<file path="config.mk">
export PLATFORM = sky130hd
export DESIGN_NAME = memRemapDecoder
export DESIGN_NICKNAME = d
export VERILOG_FILES = /design/src/rtl/remapPkg.sv /design/src/rtl/remapCtrl.sv /design/src/rtl/remapDatapath.sv /design/src/rtl/memRemapDecoder.sv
export SDC_FILE = /design/constraint.sdc
export NUM_CORES = 1
export LEC_CHECK = 0
export BUFFER_PORTS_ARGS = -buffer_cell sky130_fd_sc_hd__clkbuf_2
export CORE_MARGIN = 1.5
export CORE_UTILIZATION = 38
export CTS_CLUSTER_DIAMETER = 100
export DETAILED_ROUTE_END_ITERATION = 7
export PLACE_DENSITY = 0.93
export SETUP_SLACK_MARGIN = 0.15
export SYNTH_ARGS = -nofsm -noshare
export SYNTH_HDL_FRONTEND = slang
export SYNTH_HIERARCHICAL = 1
export SYNTH_SLANG_ARGS = --single-unit
</file>
<file path="constraint.sdc">
create_clock -name clk -period 6.3 [get_ports clk]
set_input_delay 1.89 -clock clk [delete_from_list [all_inputs] [get_ports clk]]
set_output_delay 1.89 -clock clk [all_outputs]
set_load 0.02 [all_outputs]
</file>
<file path="src/rtl/remapPkg.sv">
package remapPkg;
  localparam int ADDR_W = 32;
  localparam int NUM_TGT = 9;
  localparam int MODE_W = 3;
  localparam int NUM_MODES = 5;

  localparam int TGT_FLASH1 = 0;
  localparam int TGT_FLASH2 = 1;
  localparam int TGT_SYSFL  = 2;
  localparam int TGT_SRAM   = 3;
  localparam int TGT_NOR    = 4;
  localparam int TGT_NAND   = 5;
  localparam int TGT_PCCARD = 6;
  localparam int TGT_SDRAM1 = 7;
  localparam int TGT_SDRAM2 = 8;

  localparam int MODE_LSB = 0;
  localparam int BANK_SWAP_BIT = 8;
  localparam int EXT_LSB = 10;

  localparam logic [MODE_W-1:0] MODE_MAIN  = 3'd0;
  localparam logic [MODE_W-1:0] MODE_SYS   = 3'd1;
  localparam logic [MODE_W-1:0] MODE_NOR   = 3'd2;
  localparam logic [MODE_W-1:0] MODE_SRAM  = 3'd3;
  localparam logic [MODE_W-1:0] MODE_SDRAM = 3'd4;

  localparam logic [ADDR_W-1:0] FLASH_BASE = 32'h0800_0000;
  localparam logic [ADDR_W-1:0] SYS_BASE   = 32'h1FFF_0000;
  localparam logic [ADDR_W-1:0] SRAM_BASE  = 32'h2000_0000;
  localparam int EXT_LOG2 = 28;

  typedef struct packed {
    logic [NUM_MODES-1:0] aliasHot;
    logic                 bankSwap;
    logic                 extSwap;
  } remapStrobe_t;
endpackage

</file>
<file path="src/rtl/remapCtrl.sv">
module remapCtrl
  import remapPkg::*;
#(
  parameter int REG_W = 32
) (
  input  logic             clk,
  input  logic             rstN,
  input  logic [1:0]       bootSel,
  input  logic             wrEn,
  input  logic [REG_W-1:0] wrData,
  output logic [REG_W-1:0] rdData,
  output remapStrobe_t     strobe
);
  logic [MODE_W-1:0] aliasMode;
  logic              bankSwap;
  logic [1:0]        extSwap;
  logic [MODE_W-1:0] bootMode;
  logic [MODE_W-1:0] wrMode;
  logic [1:0]        wrExt;
  logic              wrLegal;

  assign wrMode  = wrData[MODE_LSB +: MODE_W];
  assign wrExt   = wrData[EXT_LSB +: 2];
  assign wrLegal = (wrMode <= MODE_SDRAM) && !wrExt[1];

  always_comb begin
    unique case (bootSel)
      2'b01:   bootMode = MODE_SYS;
      2'b11:   bootMode = MODE_SRAM;
      default: bootMode = MODE_MAIN;
    endcase
  end

  always_ff @(posedge clk) begin
    if (!rstN) begin
      aliasMode <= bootMode;
      bankSwap  <= 1'b0;
      extSwap   <= 2'b00;
    end else if (wrEn && wrLegal) begin
      aliasMode <= wrMode;
      bankSwap  <= wrData[BANK_SWAP_BIT];
      extSwap   <= wrExt;
    end
  end

  always_comb begin
    rdData = '0;
    rdData[MODE_LSB +: MODE_W] = aliasMode;
    rdData[BANK_SWAP_BIT]      = bankSwap;
    rdData[EXT_LSB +: 2]       = extSwap;
  end

  assign strobe.aliasHot = NUM_MODES'(1) << aliasMode;
  assign strobe.bankSwap = bankSwap;
  assign strobe.extSwap  = extSwap[0];

  // the held codes are always legal ones
  a_r3_no_reserved_code: assert property (@(posedge clk) disable iff (!rstN)
    (rdData[MODE_LSB +: MODE_W] <= MODE_SDRAM) && !rdData[EXT_LSB + 1]);
  // a rejected write leaves the register untouched
  a_r3_reject_keeps: assert property (@(posedge clk) disable iff (!rstN)
    (wrEn && ((wrData[2:0] > 3'd4) || wrData[11])) |=> $stable(rdData));
  // an accepted write shows one cycle later
  a_r4_write_lands: assert property (@(posedge clk) disable iff (!rstN)
    (wrEn && wrData[2:0] <= 3'd4 && !wrData[11]) |=>
      (rdData[11:0] == ($past(wrData[11:0]) & 12'hD07)));
  // strap load never picks an external target
  a_r1_boot_internal: assert property (@(posedge clk) disable iff (!rstN)
    $rose(rstN) |-> (rdData[2:0] != MODE_NOR && rdData[2:0] != MODE_SDRAM
                     && rdData[11:8] == 4'h0));
  // unused bits always read zero
  a_r2_unused_zero: assert property (@(posedge clk) disable iff (!rstN)
    (rdData & ~REG_W'(32'h0000_0D07)) == '0);
endmodule

</file>
<file path="src/rtl/remapDatapath.sv">
module remapDatapath
  import remapPkg::*;
#(
  parameter int BANK_LOG2 = 20,
  parameter int SYS_LOG2  = 15,
  parameter int SRAM_LOG2 = 17
) (
  input  logic               clk,
  input  logic               rstN,
  input  remapStrobe_t       strobe,
  input  logic [ADDR_W-1:0]  cpuAddr,
  output logic [NUM_TGT-1:0] regionSel,
  output logic [ADDR_W-1:0]  localOffset,
  output logic               decErr
);
  localparam int ALIAS_LOG2 = BANK_LOG2 + 1;
  localparam logic [ADDR_W-1:0] BANK_MASK = (ADDR_W'(1) << BANK_LOG2) - ADDR_W'(1);
  localparam logic [ADDR_W-1:0] SYS_MASK  = (ADDR_W'(1) << SYS_LOG2) - ADDR_W'(1);
  localparam logic [ADDR_W-1:0] SRAM_MASK = (ADDR_W'(1) << SRAM_LOG2) - ADDR_W'(1);
  localparam logic [ADDR_W-1:0] EXT_MASK  = (ADDR_W'(1) << EXT_LOG2) - ADDR_W'(1);

  logic [NUM_TGT-1:0] hit;
  logic [ADDR_W-1:0]  off;
  logic               upperBank;

  assign upperBank = cpuAddr[BANK_LOG2] ^ strobe.bankSwap;

  always_comb begin
    hit = '0;
    off = '0;
    if ((cpuAddr >> ALIAS_LOG2) == '0) begin
      if (strobe.aliasHot[MODE_MAIN]) begin
        hit[upperBank ? TGT_FLASH2 : TGT_FLASH1] = 1'b1;
        off = cpuAddr & BANK_MASK;
      end else if (strobe.aliasHot[MODE_SYS]) begin
        if ((cpuAddr >> SYS_LOG2) == '0) begin
          hit[TGT_SYSFL] = 1'b1;
          off = cpuAddr;
        end
      end else if (strobe.aliasHot[MODE_SRAM]) begin
        if ((cpuAddr >> SRAM_LOG2) == '0) begin
          hit[TGT_SRAM] = 1'b1;
          off = cpuAddr;
        end
      end else if (strobe.aliasHot[MODE_NOR]) begin
        hit[TGT_NOR] = 1'b1;
        off = cpuAddr;
      end else if (strobe.aliasHot[MODE_SDRAM]) begin
        hit[TGT_SDRAM1] = 1'b1;
        off = cpuAddr;
      end
    end else if ((cpuAddr >> ALIAS_LOG2) == (FLASH_BASE >> ALIAS_LOG2)) begin
      hit[upperBank ? TGT_FLASH2 : TGT_FLASH1] = 1'b1;
      off = cpuAddr & BANK_MASK;
    end else if ((cpuAddr >> SYS_LOG2) == (SYS_BASE >> SYS_LOG2)) begin
      hit[TGT_SYSFL] = 1'b1;
      off = cpuAddr & SYS_MASK;
    end else if ((cpuAddr >> SRAM_LOG2) == (SRAM_BASE >> SRAM_LOG2)) begin
      hit[TGT_SRAM] = 1'b1;
      off = cpuAddr & SRAM_MASK;
    end else begin
      off = cpuAddr & EXT_MASK;
      unique case (cpuAddr[ADDR_W-1:EXT_LOG2])
        4'h6: hit[TGT_NOR] = 1'b1;
        4'h8: hit[strobe.extSwap ? TGT_SDRAM1 : TGT_NAND]   = 1'b1;
        4'h9: hit[strobe.extSwap ? TGT_SDRAM2 : TGT_PCCARD] = 1'b1;
        4'hC: hit[strobe.extSwap ? TGT_NAND   : TGT_SDRAM1] = 1'b1;
        4'hD: hit[strobe.extSwap ? TGT_PCCARD : TGT_SDRAM2] = 1'b1;
        default: off = '0;
      endcase
    end
  end

  assign regionSel   = hit;
  assign decErr      = (hit == '0);
  assign localOffset = decErr ? '0 : off;

  // a successful decode names exactly one region
  a_r11_one_target: assert property (@(posedge clk) disable iff (!rstN)
    !decErr |-> $onehot(regionSel));
  // an error carries neither select nor offset
  a_r11_err_quiet: assert property (@(posedge clk) disable iff (!rstN)
    decErr |-> (regionSel == '0 && localOffset == '0));
  // flash offsets stay inside one bank
  a_r6_bank_bound: assert property (@(posedge clk) disable iff (!rstN)
    (regionSel[TGT_FLASH1] || regionSel[TGT_FLASH2]) |-> (localOffset <= BANK_MASK));
  // external targets never see an offset past their window
  a_r10_ext_bound: assert property (@(posedge clk) disable iff (!rstN)
    (regionSel[TGT_NAND] || regionSel[TGT_PCCARD] || regionSel[TGT_SDRAM2])
      |-> (localOffset <= EXT_MASK));
endmodule

</file>
<file path="src/rtl/memRemapDecoder.sv">
module memRemapDecoder
  import remapPkg::*;
#(
  parameter int REG_W     = 32,
  parameter int BANK_LOG2 = 20,
  parameter int SYS_LOG2  = 15,
  parameter int SRAM_LOG2 = 17
) (
  input  logic               clk,
  input  logic               rstN,
  input  logic [1:0]         bootSel,
  input  logic               wrEn,
  input  logic [REG_W-1:0]   wrData,
  output logic [REG_W-1:0]   rdData,
  input  logic [ADDR_W-1:0]  cpuAddr,
  output logic [NUM_TGT-1:0] regionSel,
  output logic [ADDR_W-1:0]  localOffset,
  output logic               decErr
);
  remapStrobe_t strobe;

  remapCtrl #(.REG_W(REG_W)) uCtrl (
    .clk(clk), .rstN(rstN), .bootSel(bootSel),
    .wrEn(wrEn), .wrData(wrData), .rdData(rdData), .strobe(strobe)
  );

  remapDatapath #(
    .BANK_LOG2(BANK_LOG2), .SYS_LOG2(SYS_LOG2), .SRAM_LOG2(SRAM_LOG2)
  ) uPath (
    .clk(clk), .rstN(rstN), .strobe(strobe), .cpuAddr(cpuAddr),
    .regionSel(regionSel), .localOffset(localOffset), .decErr(decErr)
  );
endmodule

</file>
# Yosys cells after proc, flatten, opt, wreduce, memory -nomap -nowiden
# Index checks and enable logic that the tools add are counted.
op_classes:
  addsub: 0
  n_reduce_logical: 13
  n_div: 0
  magnitude_cmp: 11
  shifts: 1
  n_bitwise: 1
  mul: 0
  n_eq_ne: 11
  mux: 58
ops:
  columns: ["cell", "count"]
  rows:
  - ["$mux 32", 12]
  - ["$ge 32x1->1 const B", 5]
  - ["$lt 32x6->1 const B", 5]
  - ["$logic_not 32->1", 3]
  - ["$pmux 4 s4", 2]
  - ["$mux 28", 1]
  - ["$demux 1 s4", 5]
  - ["$mux 1", 20]
  - ["$mux 9", 2]
  - ["$eq 17x14->1 const B", 1]
  - ["$eq 4x4->1 const B", 4]
  - ["$eq 15x13->1 const B", 1]
  - ["$mux 2", 6]
  - ["$mux 3", 4]
  - ["$eq 11x7->1 const B", 1]
  - ["$logic_not 9->1", 1]
  - ["$mux 4", 2]
  - ["$logic_and 1x1->1", 7]
  - ["$mux 6", 1]
  - ["$mux 5", 1]
  - ["$pmux 1 s5", 1]
  - ["$reduce_or 5->1", 1]
  - ["$shl 1x3->5 const A", 1]
  - ["$eq 4x3->1 const B", 1]
  - ["7 further kinds", 7]
totals:
  word_cells: 98
  mem_bits_ro: 0
  out_inout_bits: 74
  latch_bits: 0
  register_bits: 6
  mem_bits_rw: 0
  in_bits: 69
  memories: 0

# Logic depth before layout (Yosys ltp)
depth:
  ltp_word: 12
  mapped_depth: 7
  mapped_depth_nobuf: 5

# By module
# Netlist, hierarchy kept.
modules_own_cells:
  columns: ["mod", "seq_area_each_um2", "instances", "cells_each", "area_each_um2"]
  rows:
  - ["remapDatapath", 0.0, 1, 111, 800.8]
  - ["remapCtrl", 150.1, 1, 57, 508.0]

# Least setup slack after synthesis
# OpenSTA, ideal clock, no wires.
synth_timing:
  path_type: "in2out"
  startpoint: "input port cpuAddr[17]"
  endpoint: "output port localOffset[10]"
  stages: 6
  required_time_ns: 4.410
  n_path_buf: 3
  arrival_time_ns: 3.612
  path_slack_ns: 0.798
  cell_sequence: "or4_1 -> buf_2 -> or4_4 -> buf_6 -> buf_12 -> a41oi_2"
synth_via:
  elab_chain_len: 8
  word_cells_on_any_way: 29
  cone_classes: "2 x eq/ne; 24 x mux; 3 x reduce/logical"
synth_lines:
  columns: ["item", "line_no", "rtl"]
  rows:
  - ["start, declared", "memRemapDecoder.sv:15", "input logic [ADDR_W-1:0] cpuAddr,"]
  - ["$logic_not 32->1", "remapDatapath.sv:41", "if ((cpuAddr >> SRAM_LOG2) == '0) begin"]
  - ["$mux 1", "remapDatapath.sv:41", null]
  - ["$mux 1", "remapDatapath.sv:40", "end else if (strobe.aliasHot[MODE_SRAM]) begin"]
  - ["$mux 2", "remapDatapath.sv:35", "end else if (strobe.aliasHot[MODE_SYS]) begin"]
  - ["$mux 3", "remapDatapath.sv:32", "if (strobe.aliasHot[MODE_MAIN]) begin"]
  - ["$mux 9", "remapDatapath.sv:31", "if ((cpuAddr >> ALIAS_LOG2) == '0) begin"]
  - ["$logic_not 9->1", "remapDatapath.sv:75", "assign decErr = (hit == '0);"]
  - ["$mux 32 (*)", "remapDatapath.sv:76", "assign localOffset = decErr ? '0 : off;"]
  - ["end, declared", "memRemapDecoder.sv:17", "output logic [ADDR_W-1:0] localOffset,"]
# Every way passes the cells marked *; elsewhere a longest branch is shown, timed or not.

# Worst setup path in the final report
layout_timing:
  startpoint: "input port cpuAddr[29]"
  endpoint: "output port decErr"
layout_via:
  elab_chain_len: 7
  word_cells_on_any_way: 29
  cone_classes: "8 x eq/ne; 17 x mux; 4 x reduce/logical"
layout_lines:
  columns: ["item", "line_no", "rtl"]
  rows:
  - ["$eq 4x4->1 (tied with other cells)", "remapDatapath.sv:63", "unique case (cpuAddr[ADDR_W-1:EXT_LOG2])"]
  - ["$pmux 1 s5 (tied with other cells)", "remapDatapath.sv:63", null]
  - ["$mux 5 (tied with other cells)", "remapDatapath.sv:58", "end else if ((cpuAddr >> SRAM_LOG2) == (SRAM_BASE >> SRAM_LOG2)) begin"]
  - ["$mux 6 (tied with other cells)", "remapDatapath.sv:55", "end else if ((cpuAddr >> SYS_LOG2) == (SYS_BASE >> SYS_LOG2)) begin"]
  - ["$mux 9 / $mux 3 (equally long branches)", "remapDatapath.sv:52, remapDatapath.sv:32", null]
  - ["$mux 9 (*)", "remapDatapath.sv:31", null]
  - ["$logic_not 9->1 (*)", "remapDatapath.sv:75", null]
  - ["end, declared", "memRemapDecoder.sv:18", "output logic decErr"]
# Marks and branches as above.

==> results.sh <==
export IMPL_ys_ff_latch=6
export IMPL_reg2reg_from="uCtrl/extSwap[0]"
export IMPL_clock_latency_ns=0.25
export IMPL_avgSynthCellArea_um2=7.79
export IMPL_final_antenna_net_count=0
export IMPL_drc=0
export IMPL_grt_max_degree=20
export IMPL_cts_hold_buffers=0
export IMPL_cap_violations=0
export IMPL_required_ns=4.41
export IMPL_wl_um=3250
export IMPL_whs_ns=0.496
export IMPL_start_util=0.395
export IMPL_worst_setup_path_type="in -> out"
export IMPL_critical_path_max_stage_delay_ns=0.64
export IMPL_fp_dieH_um=61.7
export IMPL_die_area_um2=3810
export IMPL_wl_per_cell_um=11.3
export IMPL_crit_path_top_delay_cell="mux2i_4"
export IMPL_worst_pin_slew_ns=0.689
export IMPL_status="completed"
export IMPL_synthCells=168
export IMPL_htree_num_levels=1
export IMPL_ys_warn_count=6
export IMPL_layout_nets=313
export IMPL_ys_types=49
export IMPL_antenna_found_initial=0
export IMPL_grt_pass1_wl_um=4510
export IMPL_synth_ff_type="edfxtp_1"
export IMPL_synth_area_leader_cell="buf_4"
export IMPL_yosysSeqAreaShare=0.115
export IMPL_tns_ns=0
export IMPL_grt_pass1_vias=1101
export IMPL_synthTopCellsByArea="buf_4 (19%), a41oi_2 (12%), edfxtp_1 (6.9%)"
export IMPL_setup_worst_path_start_class="input port"
export IMPL_leakagePower_uw=0.000858
export IMPL_ios=143
export IMPL_critical_path_peak_fanout=19
export IMPL_min_from="uCtrl/extSwap[1]"
export IMPL_fmax_mhz=175
export IMPL_first_pass_iters=5
export IMPL_core_um2=3310
export IMPL_placement_rows=21
export IMPL_endpoint_kind="output pin"
export IMPL_syn_area_um2=1310
export IMPL_period_share=0.909
export IMPL_area_growth_pct=24.3
export IMPL_crit_chain="clkbuf_2, nor3_1, and3_1, mux2i_4, and4_2, clkbuf_2"
export IMPL_fin_crit_ns=5.73
export IMPL_cts_buffer_depth=2
export IMPL_min_path_type="reg -> reg"
export IMPL_avgViaCountPerCell=4.88
export IMPL_gp_congestion=0.908
export IMPL_ir_drop_mv=0.0851
export IMPL_antennaDiodeCount=0
export IMPL_vias=1411
export IMPL_cts_sinks=6
export IMPL_crit_buf_inv=2
export IMPL_grt_ovfl_total=0
export IMPL_crit_arrival_ns=3.84
export IMPL_path_common_cell="clkbuf_2"
export IMPL_synth_top_area_share=0.189
export IMPL_finalHoldViolCount=0
export IMPL_synth_edff_count=3
export IMPL_drive_above_1_share=0.444
export IMPL_skew_ns=0
export IMPL_setup_viol=0
export IMPL_pwr_density_cell_nw_per_um2=115
export IMPL_cp_startpoint="cpuAddr[29]"
export IMPL_layout_commonest_cell="clkbuf_2"
export IMPL_cts_buffers=3
export IMPL_clk_pin_slew_ns=0.04
export IMPL_max_slew_margin=0.541
export IMPL_cts_tree="yes"
export IMPL_root_buffer="clkbuf_4"
export IMPL_hpwl_um=2610
export IMPL_slew_viol_final=0
export IMPL_final_cell_mix="clkbuf_2 (86), conb_1 (30), inv_1 (17)"
export IMPL_port_buffers=86
export IMPL_first_iter_violations=62
export IMPL_crit_family="simple AND/OR/NAND/NOR gates"
export IMPL_grt_usage=0.159
export IMPL_async_flop_share=0
export IMPL_die_w_um=61.7
export IMPL_rsz0062_at_grt="no"
area by class of cell:
cell class                 instances  area, um^2
fill                             337        1680
tap                               46        57.6
timing repair buffer              87         438
inverter                          17        63.8
multi-input combinational        129         891
sequential                         6         150
clock buffer                       4        26.3
cell families (layout without fill, tap and decap cells):
kind of cell / count (synthesis) / in the layout / synth area share
other: 2 / 30 / 0.00574
buffers and inverters: 61 / 108 / 0.292
multiplexers: 4 / 4 / 0.0344
AO/OA/AOI/OAI: 29 / 29 / 0.239
AND/OR/NAND/NOR: 64 / 64 / 0.301
XOR/XNOR: 2 / 2 / 0.0134
flip-flops: 6 / 6 / 0.115
timing repair:
item / 4_1_cts / 5_1_grt
setup buffers: 0 / 0
setup endpoints to repair: 0 / 2
endpoints found under the hold margin: 0 / 0
resized for setup: 0 / 1
Yosys cell counts (2+ instances only):
library cell and n:
or4_1 2, and3_1 4, buf_4 33, a21boi_0 3, a41oi_1 5, buf_2 4, mux2i_1 2, nor3_1 8
nand2b_1 2, inv_1 17, nand2_1 10, edfxtp_1 3, a41oi_2 10, nand4_1 3, clkbuf_1 5, a211oi_1 2
nor2b_1 2, nor2_1 5, nor3b_1 7, conb_1 2, dfxtp_1 3, and2_1 9
report_power, final:
part | switching, uW | leakage, uW | internal [uW]
Clock | 15.7 | 0.0000150 | 24.1
Combinational | 65.3 | 0.000789 | 34.0
Sequential | 3.51 | 0.0000541 | 44.3
Total | 84.5 | 0.000858 | 102
sequential cells by signal, indices dropped and copies added (netlist names):
signal           count
uCtrl/aliasMode      3
uCtrl/extSwap        2
uCtrl/bankSwap       1
stage by stage:
stage               utilization  cells  setup WS [ns]  power [uW]  instance area (um^2)
floorplan                     -    196          0.798         129                  1410
global placement          0.481    285          0.329         145                  1590
detailed placement        0.481    285          0.274         147                  1590
CTS                       0.489    289          0.301         188                  1620
global route              0.491    289          0.411         201                  1630
finish                    0.491    289          0.572         187                  1630
metal layers:
| metal | part of all wire | vias to the layer above | GRT usage |
|---|---|---|---|
| li1 | - | 684 | - |
| met1 | 0.37 | 628 | 0.152 |
| met2 | 0.51 | 94 | 0.325 |
| met3 | 0.10 | 5 | 0.0210 |
| met4 | 0.015 | 0 | 0.0729 |
| met5 | 0 | - | 0 |
final timing paths:
path | to | slack [ns] | depth (start not counted)
worst min-delay path | uCtrl/extSwap[1] | 0.50 | 1
worst max register to register | uCtrl/extSwap[0] | 5.68 | 2
worst max-delay path | decErr | 0.57 | 6
worst min register to register | uCtrl/extSwap[1] | 0.50 | 1
No activity file was read; power rests on OpenSTA's default activity.
